File: config.mk
export PLATFORM = sky130hd
export DESIGN_NAME = serial_regfile
export DESIGN_NICKNAME = d
export VERILOG_FILES = /design/src/rtl/uart_regs_pkg.sv /design/src/rtl/sr_bus_decode.sv /design/src/rtl/sr_rx_hold.sv /design/src/rtl/sr_intr.sv /design/src/rtl/serial_regfile.sv
export SDC_FILE = /design/constraint.sdc
export NUM_CORES = 1
export LEC_CHECK = 0
export BUFFER_PORTS_ARGS = -buffer_cell sky130_fd_sc_hd__buf_2
export CORE_MARGIN = 4
export CORE_UTILIZATION = 45
export DETAILED_ROUTE_END_ITERATION = 12
export PLACE_DENSITY = 0.66
export RECOVER_POWER = 50
export SLEW_MARGIN = 20
export SYNTH_ARGS = -nofsm -noshare
export SYNTH_HDL_FRONTEND = slang
export SYNTH_HIERARCHICAL = 1
export SYNTH_SLANG_ARGS = --single-unit
File: constraint.sdc
create_clock -name clk -period 1.44 [get_ports clk]
set_input_delay 0.288 -clock clk [delete_from_list [all_inputs] [get_ports clk]]
set_output_delay 0.288 -clock clk [all_outputs]
set_load 0.01 [all_outputs]
File: src/rtl/uart_regs_pkg.sv
package uart_regs_pkg;

    localparam int unsigned DW = 8;
    localparam int unsigned AW = 3;

    localparam logic [AW-1:0] OFF_DATA    = 3'd0;
    localparam logic [AW-1:0] OFF_IEN     = 3'd1;
    localparam logic [AW-1:0] OFF_IID     = 3'd2;
    localparam logic [AW-1:0] OFF_LCTL    = 3'd3;
    localparam logic [AW-1:0] OFF_MCTL    = 3'd4;
    localparam logic [AW-1:0] OFF_LSTAT   = 3'd5;
    localparam logic [AW-1:0] OFF_MSTAT   = 3'd6;
    localparam logic [AW-1:0] OFF_SCRATCH = 3'd7;

    localparam int unsigned LS_READY   = 0;
    localparam int unsigned LS_OVERRUN = 1;
    localparam int unsigned LS_TXHOLD  = 5;
    localparam int unsigned LS_TXIDLE  = 6;
    localparam int unsigned LC_DIVACC  = 7;
    localparam int unsigned MC_LOOP    = 4;
    localparam int unsigned IE_RX      = 0;
    localparam int unsigned IE_TX      = 1;
    localparam int unsigned IE_KEEP    = 6;
    localparam int unsigned FC_FIFO    = 0;

    typedef enum logic [DW-1:0] {
        IID_NONE = 8'h01,
        IID_TXE  = 8'h02,
        IID_RXD  = 8'h04
    } iid_e;

    typedef struct packed {
        logic thr_wr;
        logic dll_wr;
        logic dlm_wr;
        logic ier_wr;
        logic fcr_wr;
        logic lcr_wr;
        logic mcr_wr;
        logic scr_wr;
        logic rbr_rd;
        logic lsr_rd;
        logic access;
    } strobe_t;

    function automatic iid_e iid_pick(input logic [DW-1:0] ier, input logic ready);
        if (ier[IE_RX] && ready)
            return IID_RXD;
        else if (ier[IE_TX])
            return IID_TXE;
        else
            return IID_NONE;
    endfunction

endpackage

File: src/rtl/sr_bus_decode.sv
module sr_bus_decode
    import uart_regs_pkg::*;
(
    input  logic [AW-1:0] addr,
    input  logic          rd,
    input  logic          wr,
    input  logic          divacc,
    output strobe_t       st
);
    always_comb begin
        st        = '0;
        st.access = rd | wr;
        if (wr) begin
            unique case (addr)
                OFF_DATA:    if (divacc) st.dll_wr = 1'b1; else st.thr_wr = 1'b1;
                OFF_IEN:     if (divacc) st.dlm_wr = 1'b1; else st.ier_wr = 1'b1;
                OFF_IID:     st.fcr_wr = 1'b1;
                OFF_LCTL:    st.lcr_wr = 1'b1;
                OFF_MCTL:    st.mcr_wr = 1'b1;
                OFF_SCRATCH: st.scr_wr = 1'b1;
                default:     ;
            endcase
        end
        if (rd) begin
            st.rbr_rd = (addr == OFF_DATA) && !divacc;
            st.lsr_rd = (addr == OFF_LSTAT);
        end
    end
endmodule

File: src/rtl/sr_rx_hold.sv
module sr_rx_hold
    import uart_regs_pkg::*;
(
    input  logic          clk,
    input  logic          rst,
    input  logic          rx_valid,
    input  logic [DW-1:0] rx_byte,
    input  logic          rbr_rd,
    input  logic          lsr_rd,
    output logic [DW-1:0] hold_q,
    output logic          ready_q,
    output logic          overrun_q,
    output logic          ready_next
);
    logic overrun_next;

    always_comb begin
        ready_next = ready_q;
        if (rbr_rd)
            ready_next = 1'b0;
        if (rx_valid)
            ready_next = 1'b1;

        overrun_next = overrun_q;
        if (lsr_rd)
            overrun_next = 1'b0;
        if (rx_valid && ready_q && !rbr_rd)
            overrun_next = 1'b1;
    end

    always_ff @(posedge clk) begin
        if (rst) begin
            hold_q    <= '0;
            ready_q   <= 1'b0;
            overrun_q <= 1'b0;
        end else begin
            if (rx_valid)
                hold_q <= rx_byte;
            ready_q   <= ready_next;
            overrun_q <= overrun_next;
        end
    end
endmodule

File: src/rtl/sr_intr.sv
module sr_intr
    import uart_regs_pkg::*;
(
    input  logic          clk,
    input  logic          rst,
    input  logic          reeval,
    input  logic          quiet,
    input  logic [DW-1:0] ier_next,
    input  logic          ready_next,
    output iid_e          iid_q,
    output logic          irq
);
    always_ff @(posedge clk) begin
        if (rst)
            iid_q <= IID_NONE;
        else if (quiet)
            iid_q <= IID_NONE;
        else if (reeval)
            iid_q <= iid_pick(ier_next, ready_next);
    end

    assign irq = (iid_q != IID_NONE);
endmodule

File: src/rtl/serial_regfile.sv
module serial_regfile
    import uart_regs_pkg::*;
(
    input  logic          clk,
    input  logic          rst,
    input  logic [AW-1:0] bus_addr,
    input  logic          bus_wr,
    input  logic [DW-1:0] bus_wdata,
    input  logic          bus_rd,
    output logic [DW-1:0] bus_rdata,
    input  logic          rx_valid,
    input  logic [DW-1:0] rx_byte,
    output logic          tx_valid,
    output logic [DW-1:0] tx_byte,
    output logic          irq
);
    localparam logic [DW-1:0] IE_MASK = DW'((1 << IE_KEEP) - 1);

    strobe_t       st;
    logic [DW-1:0] ier_q, lcr_q, mcr_q, scr_q, dll_q, dlm_q;
    logic          fifo_en_q;
    logic [DW-1:0] ier_next;
    logic [DW-1:0] hold_q;
    logic          ready_q, overrun_q, ready_next;
    iid_e          iid_q;
    logic          divacc, loop_on;
    logic [DW-1:0] lsr_val, iid_val;

    assign divacc  = lcr_q[LC_DIVACC];
    assign loop_on = mcr_q[MC_LOOP];

    sr_bus_decode u_dec (
        .addr   (bus_addr),
        .rd     (bus_rd),
        .wr     (bus_wr),
        .divacc (divacc),
        .st     (st)
    );

    sr_rx_hold u_rx (
        .clk        (clk),
        .rst        (rst),
        .rx_valid   (rx_valid),
        .rx_byte    (rx_byte),
        .rbr_rd     (st.rbr_rd),
        .lsr_rd     (st.lsr_rd),
        .hold_q     (hold_q),
        .ready_q    (ready_q),
        .overrun_q  (overrun_q),
        .ready_next (ready_next)
    );

    assign ier_next = st.ier_wr ? (bus_wdata & IE_MASK) : ier_q;

    sr_intr u_int (
        .clk        (clk),
        .rst        (rst),
        .reeval     (st.access | rx_valid),
        .quiet      (st.thr_wr | st.rbr_rd),
        .ier_next   (ier_next),
        .ready_next (ready_next),
        .iid_q      (iid_q),
        .irq        (irq)
    );

    always_ff @(posedge clk) begin
        if (rst) begin
            ier_q     <= '0;
            lcr_q     <= '0;
            mcr_q     <= '0;
            scr_q     <= '0;
            dll_q     <= '0;
            dlm_q     <= '0;
            fifo_en_q <= 1'b0;
            tx_valid  <= 1'b0;
            tx_byte   <= '0;
        end else begin
            ier_q <= ier_next;
            if (st.lcr_wr) lcr_q <= bus_wdata;
            if (st.mcr_wr) mcr_q <= bus_wdata;
            if (st.scr_wr) scr_q <= bus_wdata;
            if (st.dll_wr) dll_q <= bus_wdata;
            if (st.dlm_wr) dlm_q <= bus_wdata;
            if (st.fcr_wr) fifo_en_q <= bus_wdata[FC_FIFO];
            tx_valid <= st.thr_wr && !loop_on;
            if (st.thr_wr) tx_byte <= bus_wdata;
        end
    end

    always_comb begin
        lsr_val             = '0;
        lsr_val[LS_READY]   = ready_q;
        lsr_val[LS_OVERRUN] = overrun_q;
        lsr_val[LS_TXHOLD]  = 1'b1;
        lsr_val[LS_TXIDLE]  = 1'b1;

        iid_val = iid_q;
        if (fifo_en_q)
            iid_val[DW-1:DW-2] = 2'b11;
    end

    always_comb begin
        unique case (bus_addr)
            OFF_DATA:    bus_rdata = divacc ? dll_q : hold_q;
            OFF_IEN:     bus_rdata = divacc ? dlm_q : ier_q;
            OFF_IID:     bus_rdata = iid_val;
            OFF_LCTL:    bus_rdata = lcr_q;
            OFF_MCTL:    bus_rdata = mcr_q;
            OFF_LSTAT:   bus_rdata = lsr_val;
            OFF_MSTAT:   bus_rdata = '0;
            OFF_SCRATCH: bus_rdata = scr_q;
            default:     bus_rdata = '0;
        endcase
    end
endmodule

==> results of run 1 <==
-- cell usage in the layout, fill, tap and decap left out, types with 3 or more instances in the layout --
master	count
a211oi_2	3
a21oi_1	7
a21oi_2	3
a22oi_1	4
buf_12	5
buf_2	31
buf_4	29
buf_6	8
clkbuf_1	13
clkbuf_2	3
clkbuf_8	11
conb_1	5
dfxtp_1	67
dfxtp_2	3
mux2_4	6
mux2i_1	76
mux2i_2	3
nand2_1	10
nand2b_1	3
nand3_1	6
nor2_1	69
nor2b_1	10
nor3_1	4
nor3b_1	3
o21ai_0	3
or2_2	3
-- registers in the layout, summed over array words and instances, names as in the netlist --
name and cells:
dll_q 8, dlm_q 8, fifo_en_q 1, ier_q 8, lcr_q 8, mcr_q 8
scr_q 8, tx_byte 8, tx_valid 1, u_int/iid_q 3, u_rx/hold_q 8, u_rx/overrun_q 1
u_rx/ready_q 1
-- repair_timing --
| action | in CTS | in global routing |
|---|---|---|
| endpoints found under the setup margin | 42 | 40 |
| pin swaps | 5 | 2 |
| resized for setup | 32 | 12 |
| endpoints found under the hold margin | 0 | 0 |
| buffers inserted | 5 | 1 |
-- metrics by stage --
step / setup TNS [ns] / worst slack [ns] / power [mW]
3_5_place_dp: -11.92 / -0.305 / 2.58
5_1_grt: -9.00 / -0.504 / 4.37
2_1_floorplan: 0 / 0.00485 / 2.37
6_report: -6.48 / -0.432 / 4.17
4_1_cts: -4.68 / -0.430 / 4.22
3_3_place_gp: -10.09 / -0.246 / 2.57
-- path summary, 6_finish.rpt --
path              start        endpoint  slack (ns)  cells past startpoint
max reg2reg    lcr_q[7]  u_int/iid_q[1]       -0.27                      8
max            lcr_q[7]    bus_rdata[0]       -0.43                      6
min reg2reg    ier_q[6]        ier_q[6]        0.48                      1
min          rx_byte[4]  u_rx/hold_q[4]        0.18                      3
-- critical path, cell delays in order, from the launching register on --
cell      delay, ns
dfxtp_4        0.36
buf_6          0.13
mux2i_2        0.15
a221oi_2       0.27
a21oi_2        0.06
a21oi_2        0.12
buf_2          0.14
-- cell type report --
| class | instances | area (µm²) |
|---|---|---|
| clock buffers | 12 | 155 |
| flip-flops and latches | 71 | 1430 |
| multi-input cells | 253 | 1880 |
| inverters | 3 | 13.8 |
| well taps | 99 | 124 |
| fillers | 652 | 2970 |
| repair buffers | 89 | 638 |
| clock inverters | 3 | 42.5 |
-- layer usage --
| metal | vias to the layer above | track usage | part of all wire |
|---|---|---|---|
| met5 | - | 0 | 0 |
| met1 | 1295 | 0.273 | 0.47 |
| met2 | 63 | 0.323 | 0.48 |
| met3 | 6 | 0.0494 | 0.046 |
| met4 | 0 | 0.0625 | 0.0075 |
| li1 | 1355 | - | - |
-- power groups by stage --
stage / registers, mW / logic (mW) / clock network, mW
finish: 2.03 / 0.532 / 1.60
global route: 2.04 / 0.577 / 1.75
CTS: 2.03 / 0.535 / 1.65
detailed placement: 2.08 / 0.506 / 0
global placement: 2.07 / 0.497 / 0
floorplan: 2.07 / 0.304 / 0
==> run metrics, run 1 <==
Worst Path Arrival=1.58 ns; part of the power in registers=0.488; max-cap viol count=0; Clk Latency, worst-skew pair=0.34 ns; WL/cell=16.2 µm; CP Max Fanout=4; placed cells=510; Worst-path clk slew=0.07 ns; final period utilization=1.30; vias in the first global route=2,697; vias=2,719; Tmin final=1.87 ns; Port Buffer Count=41; f_max=534 MHz; Final setup viols=34; Sw Ratio=0.249; # hold bufs at CTS=0; worst setup margin=-0.432 ns; worst-case vdd ir drop=576 µV; Avg Inst Size Synth=9.53 µm²; status=finished, violations left; NetSw=1.04 mW; DIE WIDTH=94.5 µm; area of the mapped netlist=0.00336 mm²; cell internal pwr=3.13 mW; Initial Util=0.464; Setup Crit Path Kind=reg -> out; clock skew=0.00282 ns; fin area=0.00428 mm²; first-pass GRT wire length=13,800 µm; Lkg Pwr=1.68 nW; DRC=0; antenna viol nets, final=0; Finished Layout Cells=530; DRT Wirelength=8560 µm; gr usage total=0.203; max-slew violation count=0; drt first-iter violations=110; Comb power frac=0.128; Data required, critical path=1.15 ns; clock root cell=clkbuf_8; H-Tree Depth=3; 1st-pass router iterations=4; YS warnings=6; Die ar.=0.00892 mm²; Setup crit start kind=flop; ANT cells=0; Clock Tree Buf Depth=2; Slew HR=0.666; gr ovfl total=0; initial antenna violation count=0; pwr dens=973 mW/mm²; Hold WC Path Type=in -> reg; CP Capture Type=output port; failing checks=setup timing; Final nets=451; I/O pin total=42; part of the power in the clock network=0.385; Worst Max-Slew Pin Slew=0.500 ns; share of layout cells above drive strength 1=0.309; vias per cell=5.13; CTS tree=built; CTS Buf Count=9; Placed Area=0.00393 mm²; Layout area overhead=27.3%; Final Hold Slack=0.180 ns; dpl hpwl=5970 µm; GPL Wtd Cong=0.863; RSZ-0062 raised after global routing=true; final core utilization=0.591; row count=31; Clock Sinks=71; Cells after Synth=353; pin count of the biggest net entering global routing=46; Final Hold Fails=0; Chip Height=94.5 µm; core area=0.00725 mm²
(Power assumes the default switching activity.)
==> inputs of run 2 (changes only) <==
--- a/config.mk
+++ b/config.mk
@@ -8,6 +8,7 @@
 export BUFFER_PORTS_ARGS = -buffer_cell sky130_fd_sc_hd__buf_2
 export CORE_MARGIN = 4
 export CORE_UTILIZATION = 45
+export CTS_BUF_LIST = sky130_fd_sc_hd__clkbuf_4 sky130_fd_sc_hd__clkbuf_8
 export DETAILED_ROUTE_END_ITERATION = 12
 export PLACE_DENSITY = 0.66
 export RECOVER_POWER = 50
==> run 2 against run 1 <==
Compared with the run above: the flow still finishes with violations (setup timing); non-clock buffer count unchanged; combinational power about the same; register-to-register slack about the same; design area about the same; flip-flop and latch count unchanged; clock skew up 0.00077 ns; count of clock-buffer cells in the layout unchanged; critical path depth unchanged; utilization up 0.052 points; final cell count unchanged; clock power about the same.
==> run metrics, run 2 (synthesized netlist as in run 1, its figures left out) <==
vias=2,740 (+0.77%); Layout area overhead=27.4% (about the same); vias in the first global route=2,698 (+0.037%); area of the multi-input gates=0.00188 mm² (unchanged); Port Buffer Count=41 (unchanged); Hold WC Path Type=in -> reg; commonest non-fill, non-tap cell in the layout=mux2i_1; CTS tree=built; # hold bufs at CTS=0 (unchanged); gr usage total=0.203 (about the same); CP Max Fanout=4 (unchanged); clock skew=0.00359 ns (+0.000775 ns); sequential cell area=0.00143 mm² (unchanged); part of the power in the clock network=0.389 (+0.004); part of the power in registers=0.484 (-0.004); most frequent cells in the layout=mux2i_1, nor2_1, dfxtp_1, buf_2, buf_4; Clock Sinks=71 (unchanged); Worst Path Arrival=1.58 ns (about the same); Final nets=451 (unchanged); Setup Crit Path Kind=reg -> out; row count=31 (unchanged); share of layout cells above drive strength 1=0.311 (+0.00232); first-pass GRT wire length=13,800 µm (-0.10%); Tmin final=1.87 ns (+0.000832 ns); gr ovfl total=0 (unchanged); GPL Wtd Cong=0.863 (unchanged); f_max=534 MHz (about the same); vias per cell=5.17 (+0.77%); drt first-iter violations=105 (-4.5%); worst-case vdd ir drop=576 µV (about the same); Worst-path clk slew=0.07 ns (about the same); Setup crit start kind=flop; DIE WIDTH=94.5 µm (unchanged); Sw Ratio=0.249 (+0.000658); Data required, critical path=1.15 ns (about the same); WL/cell=16.1 µm (-0.13%); core area=0.00725 mm² (unchanged); RSZ-0062 raised after global routing=true; status=finished, violations left; Final Hold Fails=0 (unchanged); clock root cell=clkbuf_8; pin count of the biggest net entering global routing=46 (unchanged); Initial Util=0.464 (unchanged); pwr dens=978 mW/mm² (+0.59%); initial antenna violation count=0 (unchanged); Comb power frac=0.127 (about the same); filler instances=649 (-0.46%); I/O pin total=42 (unchanged); Clk Latency, worst-skew pair=0.35 ns (about the same); failing checks=setup timing; H-Tree Depth=3 (unchanged); CTS Buf Count=9 (unchanged); ANT cells=0 (unchanged); dpl hpwl=5970 µm (unchanged); max-slew violation count=0 (unchanged); antenna viol nets, final=0 (unchanged); NetSw=1.05 mW (+0.95%); Clock Tree Buf Depth=2 (unchanged); cell internal pwr=3.15 mW (+0.59%); pre-CTS setup slack=-0.305 ns (unchanged); max-cap viol count=0 (unchanged); Overall Power=4.19 mW (+0.68%); DRC=0 (unchanged); fin area=0.00429 mm² (about the same); Chip Height=94.5 µm (unchanged); Lkg Pwr=1.68 nW (+0.20%); Placed Area=0.00393 mm² (unchanged); CP Capture Type=output port; DRT Wirelength=8550 µm (-0.13%); Die ar.=0.00892 mm² (unchanged); Final setup viols=33 (-2.9%); final period utilization=1.30 (about the same); 1st-pass router iterations=4 (unchanged); worst setup margin=-0.433 ns (-0.000832 ns); Final Hold Slack=0.173 ns (-0.00616 ns)
-- run 2: cell counts in the layout (fill, tap and decap cells not counted) --
Identical to the previous run, type by type.
-- run 2: cell type report --
class,count,share of cell area
well taps,99,0.0289
repair buffers,89,0.149
clock inverters,3,0.00992
multi-input cells,253,0.439
clock buffers,12,0.0371
flip-flops and latches,71,0.333
inverters,3,0.00321
-- run 2: final timing paths --
check / slack (ns) / cells past startpoint / end / startpoint
worst min-delay path: 0.17 / 3 / u_rx/hold_q[4] / rx_byte[4]
worst min register to register: 0.48 / 1 / ier_q[6] / ier_q[6]
worst max-delay path: -0.43 / 6 / bus_rdata[0] / lcr_q[7]
worst max register to register: -0.26 / 8 / u_int/iid_q[1] / lcr_q[7]
-- run 2: per-stage QoR --
step,utilization,setup TNS [ns],cells
6_report,0.591,-6.40,530
2_1_floorplan,-,0,357
5_1_grt,0.591,-9.01,530
3_3_place_gp,0.542,-10.09,510
4_1_cts,0.591,-4.68,530
3_5_place_dp,0.542,-11.92,510
-- run 2: critical path, stage by stage (launching register included) --
cell      delay (ns)
dfxtp_4         0.36
buf_6           0.13
mux2i_2         0.15
a221oi_2        0.27
a21oi_2         0.06
a21oi_2         0.12
buf_2           0.14
-- run 2: per-layer routing --
| metal | GRT usage | vias to the layer above | routed length (µm) |
|---|---|---|---|
| li1 | - | 1354 | - |
| met1 | 0.273 | 1307 | 3970 |
| met2 | 0.323 | 69 | 4070 |
| met3 | 0.0494 | 10 | 410 |
| met4 | 0.0625 | 0 | 99 |
| met5 | 0 | - | 0 |
-- run 2: power by group through the flow --
stage	clock, mW	sequential (mW)	combinational, mW
6_report	1.63	2.03	0.532
5_1_grt	1.77	2.04	0.577
4_1_cts	1.67	2.03	0.536
3_5_place_dp	0	2.08	0.506
3_3_place_gp	0	2.07	0.497
2_1_floorplan	0	2.07	0.304
-- run 2: repair_timing --
| action | CTS | global route |
|---|---|---|
| pin swaps | 5 | 2 |
| setup endpoints to repair | 42 | 40 |
| hold endpoints to repair | 0 | 0 |
| gates resized for setup | 32 | 12 |
| setup buffers | 5 | 1 |
